File: src/rtl/rs_parity_lfsr.sv
module rs_parity_lfsr #(
  parameter int SYM_W = 8,
  parameter int MAX_PAR = 20,
  parameter int LEN_W = 5,
  parameter logic [SYM_W:0] FIELD_POLY = 9'h11D
) (
  input  logic                     clk,
  input  logic                     rst,
  input  logic [SYM_W-1:0]         sym_in,
  input  logic                     sym_en,
  input  logic                     start,
  input  logic                     unload,
  input  logic [MAX_PAR*SYM_W-1:0] taps,
  input  logic [LEN_W-1:0]         par_len,
  output logic [SYM_W-1:0]         par_out
);

  localparam logic [SYM_W-1:0] RED   = FIELD_POLY[SYM_W-1:0];
  localparam logic [LEN_W-1:0] T_CAP = LEN_W'(MAX_PAR);

  function automatic logic [SYM_W-1:0] gf_mul(input logic [SYM_W-1:0] a,
                                              input logic [SYM_W-1:0] b);
    logic [SYM_W-1:0] acc, sh;
    acc = '0;
    sh  = a;
    for (int k = 0; k < SYM_W; k++) begin
      if (b[k]) acc ^= sh;
      sh = sh[SYM_W-1] ? ((sh << 1) ^ RED) : (sh << 1);
    end
    return acc;
  endfunction

  logic [LEN_W-1:0]                t_act;
  logic [SYM_W-1:0]                top, fb;
  logic                            step;
  logic [SYM_W-1:0]                rem_q [MAX_PAR];
  logic [MAX_PAR-1:0][SYM_W-1:0]   nxt;

  assign t_act = (par_len > T_CAP) ? T_CAP : par_len;
  assign step  = sym_en | unload;

  always_comb begin
    top = '0;
    for (int i = 0; i < MAX_PAR; i++)
      if (LEN_W'(i + 1) == t_act) top = rem_q[i];
  end

  assign fb = unload ? '0 : (sym_in ^ (start ? '0 : top));

  for (genvar g = 0; g < MAX_PAR; g++) begin : g_stage
    if (g == 0) begin : g_first
      assign nxt[g] = gf_mul(fb, taps[g*SYM_W +: SYM_W]);
    end else begin : g_rest
      assign nxt[g] = (start ? '0 : rem_q[g-1]) ^ gf_mul(fb, taps[g*SYM_W +: SYM_W]);
    end
  end

  always_ff @(posedge clk or posedge rst) begin
    if (rst) begin
      for (int i = 0; i < MAX_PAR; i++) rem_q[i] <= '0;
    end else if (step) begin
      for (int i = 0; i < MAX_PAR; i++)
        rem_q[i] <= (LEN_W'(i) < t_act) ? nxt[i] : '0;
    end
  end

  assign par_out = top;

endmodule


File: config.mk
export PLATFORM = sky130hd
export DESIGN_NAME = rs_parity_lfsr
export DESIGN_NICKNAME = d
export VERILOG_FILES = /design/src/rtl/rs_parity_lfsr.sv
export SDC_FILE = /design/constraint.sdc
export NUM_CORES = 2
export LEC_CHECK = 0
export CORE_MARGIN = 4
export CORE_UTILIZATION = 30
export CTS_CLUSTER_DIAMETER = 50
export DETAILED_ROUTE_END_ITERATION = 12
export SETUP_SLACK_MARGIN = 0.2
export SLEW_MARGIN = 20
export SYNTH_ARGS = -nofsm -noshare
export SYNTH_HDL_FRONTEND = slang
export SYNTH_SLANG_ARGS = --single-unit
export TNS_END_PERCENT = 1
File: constraint.sdc
create_clock -name clk -period 12.8 [get_ports clk]
set_input_delay 1.28 -clock clk [delete_from_list [all_inputs] [get_ports clk]]
set_output_delay 1.28 -clock clk [all_outputs]
set_load 0.05 [all_outputs]
**Word-level counts from Yosys, hierarchy flattened**

Index checks and enable logic that the tools add are counted.

- Add/subtract/negate cells: 0
- Multiply operators: 0
- Divide/modulo/power cells: 0
- $lt $le $gt $ge: 21
- Equal/unequal tests: 20
- Shifts and indexed selects: 0
- Multiplexer cells: 229
- Bitwise operators: 168
- Reductions and logical operators: 0

Operator list:

| operator | number |
|---|---|
| 8-bit two-way mux | 221 |
| 8-bit XOR | 160 |
| 4-bit by 5-bit == test with 1-bit output, first input constant | 8 |
| 4-bit by 5-bit less-than comparator with 1-bit output, first input constant | 8 |
| 5-bit two-way mux | 8 |
| 4-bit NOT | 7 |
| 5-bit == test, first input constant | 5 |
| 3-bit by 5-bit == test with 1-bit output, first input constant | 4 |
| 3-bit by 5-bit less-than comparator with 1-bit output, first input constant | 4 |
| 5-bit less-than comparator, first input constant | 4 |
| 2-bit by 5-bit == test with 1-bit output, first input constant | 2 |
| 1-bit by 5-bit less-than comparator with 1-bit output, first input constant | 2 |
| 2-bit by 5-bit less-than comparator with 1-bit output, first input constant | 2 |
| 1-bit by 5-bit == test with 1-bit output, first input constant | 1 |
| 5-bit > comparator, second input constant | 1 |
| 1-bit bitwise OR | 1 |

- Bits in registers: 160
- Bits in latches: 0
- Memory bits (writable): 0
- Bits in read-only memories: 0
- Output and inout port bits: 8
- Logic and storage cells: 458
- Memories: 0

**Longest topological paths before layout**

- Word-level depth: 44
- Mapped depth: 21
- Depth with buffers taken out: 13

**Worst setup path after synthesis**

No wires, ideal clock.

- Path kind: input-to-reg
- From: input par_len[1]
- To: register rem_q[147] (netlist bit)
- Arrival time: 4883 ps
- Setup slack: 7796 ps
- Stages: 16
- Buffers on the path: 3
- Cells stage by stage: buf_2 > buf_2 > nor4bb_1 > o21a_1 > a221o_1 > a21oi_1 > a2111oi_0 > nor3b_2 > xor2_1 > xor2_1 > nor2_1 > xor2_2 > buf_6 > nand2_1 > xnor3_1 > a22o_1

- Longest elaborated chain between the ends: 44

Ends and longest elaborated chain:

| what | line | RTL |
|---|---|---|
| start: declaration | 14 | `input logic [LEN_W-1:0] par_len,` |
| 5-bit > comparator | 39 | `assign t_act = (par_len > T_CAP) ? T_CAP : par_len;` |
| 5-bit two-way mux (*) | 39 |  |
| 1-bit by 5-bit == test with 1-bit output | 45 | `if (LEN_W'(i + 1) == t_act) top = rem_q[i];` |
| 8-bit two-way mux (20 in series) | 45 |  |
| 8-bit two-way mux | 48 | `assign fb = unload ? '0 : (sym_in ^ (start ? '0 : top));` |
| 8-bit XOR | 48 |  |
| 8-bit two-way mux | 48 |  |
| 4-bit NOT (no source line) | - |  |
| [... 9 more ...] | - |  |
| 8-bit XOR | 27 | `if (b[k]) acc ^= sh;` |
| 8-bit two-way mux | 27 |  |
| 8-bit XOR | 27 |  |
| 8-bit two-way mux | 27 |  |
| 8-bit XOR | 27 |  |
| 8-bit two-way mux | 27 |  |
| 8-bit XOR | 54 | `assign nxt[g] = (start ? '0 : rem_q[g-1]) ^ gf_mul(fb, taps[g*SYM_W +: SYM_W]);` |
| 8-bit two-way mux (*) | 63 | `rem_q[i] <= (LEN_W'(i) < t_act) ? nxt[i] : '0;` |
| end signal: indexed assignment | 63 |  |
| end: declaration | 36 | `logic [SYM_W-1:0] rem_q [MAX_PAR];` |

Mark *: on every way between the ends. The rest lies on a longest branch, timed or not.
A chain may end at the register's enable or synchronous reset.

**Final worst setup path**

- From: input par_len[1]
- To: register rem_q[107] (netlist bit)

The elaborated chain is that of the path after synthesis.

==> run_results.csv <==
group,metric,value,unit
worst_hold_path,hold_class,"reg -> reg",
placed_design,io_buffers,185,
synthesis,ys.flop_type,"dfrtp_1",
routing,routed_wl,148000,um
floorplan,fp.dieH,319,um
floorplan,ios,186,
synthesis,ys_async_sr_fraction,100,%
routing,drtIter0Drc,3791,
cts,clk_path_buf_depth,2,
synthesis,synth_compound_area_share,12.0,%
synthesis,synth_top_family_by_area,"XOR/XNOR gates",
timing,rsz0062_at_grt,"no",
timing,fin_crit_sh,61.2,%
power_and_ir_drop,p_per_area,202,nW/um^2
synthesis,synth_commonest_cells,"1244 x nand2_1, 733 x xnor2_1, 253 x xor2_1",
cts,cts_sinks,160,
placed_design,gp_congestion,1.05,
synthesis,yosys.area_share.simple,26.2,%
routing,drc,0,
finish,fillers,10200,
worst_setup_path,slowest_delay,880,ps
global_routing,globalRouteOverflowTotal,0,
power_and_ir_drop,ir_drop,141,uV
cts,cts_setup_buffers,0,
finish,area_growth,10.4,%
synthesis,netlist_area,28900,sq um
timing,slew_viol_final,0,
routing,dr.pass1.iters,6,
synthesis,synthMuxAreaShare,1.33,%
synthesis,synth_edf_count,0,
floorplan,initial_core_util,30.4,%
cts,clk-insertion-delay-late,530,ps
finish,fin_cells,5138,
timing,setup_tns,0,ps
routing,wire_per_inst,28.8,um
synthesis,synth.distinct_cells,89,
global_routing,grt_start_max_net_pins,77,
cts,cts-resized-gates,0,
worst_setup_path,crit_arrival,8230,ps
cts,clk_pin_slew,70,ps
worst_setup_path,worst_setup_path_end_kind,"register",
synthesis,ys_seq_elements,160,
worst_hold_path,holdPathStages,1,
floorplan,fp.dieW,319,um
synthesis,synthXorXnorAreaFrac,40.3,%
worst_setup_path,r2r_start,"rem_q[20]",
worst_setup_path,ff2ff_setup_slack,6580,ps
synthesis,synth_top_cell_by_area,"xnor2_1",
global_routing,grt_pass1_wl,207000,um
global_routing,grt_antenna_before_repair,18,
synthesis,yosysWarningCount,0,
finish,regMostFlops,"rem_q",
cts,htreeDepth,4,
timing,worst_slack,4970,ps
timing,hold_violations,0,
outcome,outcome,"finished clean",
routing,antenna_left,0,
timing,timing.hold.ws,527,ps
synthesis,synth_nets,4141,
floorplan,rows,113,
synthesis,yosysMostFrequentCell,"nand2_1",
worst_setup_path,required,13200,ps
worst_setup_path,crit_fanout,46,
timing,setup_viol,0,
placed_design,place_area,31300,sq um
routing,vias,29100,
finish,utilization,33.5,%
cts,cts_buffers,17,
synthesis,netlist_instances,3963,
timing,min_period,7830,ps
global_routing,grtUsageTotal,28.0,%
worst_setup_path,path_class,"in -> reg",
global_routing,grt_pass1_vias,26900,
floorplan,core_area,95300,sq um
cts,cts_tree,"done",
worst_setup_path,path_cells,"buf_2 > buf_4 > nor4bb_1 > o21ai_0 > o41ai_1 > a221o_1 > a31oi_1 > a21oi_4 > buf_4 > xor2_4 > buf_4 > and3_1 > buf_4 > nor3b_1 > xnor2_1 > xnor3_1 > xnor3_1 > a22o_1",
flow_run,max_cap_violations,0,
cts,clock_tree.root_cell,"clkbuf_16",
finish,largest_reg_flops,160,
finish,finalInstanceArea,31900,sq um
worst_hold_path,worstHoldStart,"rem_q[102]",
synthesis,syn_area_per_cell,7.30,sq um
placed_design,dp_cells,5095,
synthesis,synthAdderAreaFrac,0,%
finish,final_net_count,4027,
worst_setup_path,rr_worst_depth,15,
worst_setup_path,reg2reg_to,"rem_q[107]",
finish,reg_top3,"rem_q x160",
worst_setup_path,cp-start-kind,"primary input",
floorplan,dieArea,101000,sq um
routing,routed_via_density,5.67,
synthesis,synth.top_cell.area_share,22.2,%
worst_hold_path,hold_path_end,"rem_q[102]",
placed_design,hpwl,102000,um
synthesis,synth.area.top_cells,"xnor2_1 22%, nand2_1 16%, dfrtp_1 14%, xnor3_1 9.5%, xor2_1 7.7%",
power_and_ir_drop,design_power_total,6.45,mW
placed_design,pre_cts_slack,4680,ps
power_and_ir_drop,leakage,11.9,nW
worst_setup_path,slowest_stage,"and3_1",
timing,worst_slew_pin_slew,1150,ps
timing,relSlewSlack,23.1,%
cts,hold_buffers,0,
timing,fin_skew,19.0,ps
finish,drive_gt1_share,4.61,%
timing,fmax,128,MHz
synthesis,yosysSeqAreaShare,13.8,%
worst_setup_path,cp_common_cell,"buf_4",
layout by cell type (no fill, tap or decap), drive strengths merged, types with 75 or more instances in the layout:
cell type      synthesis  layout
dfrtp                160     160
nand3                 85      85
nor2b                 98      98
nor3b                 75      75
xor2                 257     257
clkdlybuf4s50          0     179
xnor2                736     736
o21ai                196     196
nand2               1245    1245
xnor3                122     122
metal layers:
layer  track usage (%)  vias up  share of wire, %
met5            0.0473        -             0.039
met4              19.0        8               7.9
met3              6.21      449                11
met2              41.4     1931                42
met1              36.3    14200                39
li1                  -    12600                 -
final cells by class:
type	instances	area, sq um	area share (%)
diodes	11	27.5	0.0862
clock buffers	17	425	1.33
clock inverters	15	159	0.498
inverters	25	98.8	0.310
multi-input cells	3395	23300	73.0
flip-flops and latches	160	4000	12.5
well taps	1265	1580	4.96
repair buffers	250	2310	7.25
worst max-delay path: cells and delay by family:
kind | cells | cell delay (ps)
XOR/XNOR | 4 | 1230
AO/OA/AOI/OAI | 6 | 1320
buffers and inverters | 5 | 2610
AND/OR/NAND/NOR | 3 | 1680
kinds of logic after synthesis:
kind of cell,after synthesis
and+or+nand+nor,1715
buffers and inverters,408
AOI/OAI and AO/OA,523
xor gates and xnor gates,1122
muxes,35
DFF,160
where the power goes:
part / total [mW] / leakage [nW] / internal, mW / switching, mW
Combinational: 4.58 / 9.60 / 2.15 / 2.43
Clock: 0.571 / 0.286 / 0.289 / 0.282
Sequential: 1.30 / 2.03 / 0.740 / 0.563
worst max path at each step:
stage | slack, ps | cells after the start | from | end
5_1_grt | 4770 | 18 | par_len[1] | rem_q[115]
3_3_place_gp | 4640 | 18 | par_len[1] | rem_q[107]
3_5_place_dp | 4680 | 18 | par_len[1] | rem_q[107]
4_1_cts | 5210 | 18 | par_len[1] | rem_q[107]
6_report | 4970 | 18 | par_len[1] | rem_q[107]
2_1_floorplan | 7200 | 1 | rst | rem_q[0]
(Power assumes the default switching activity.)
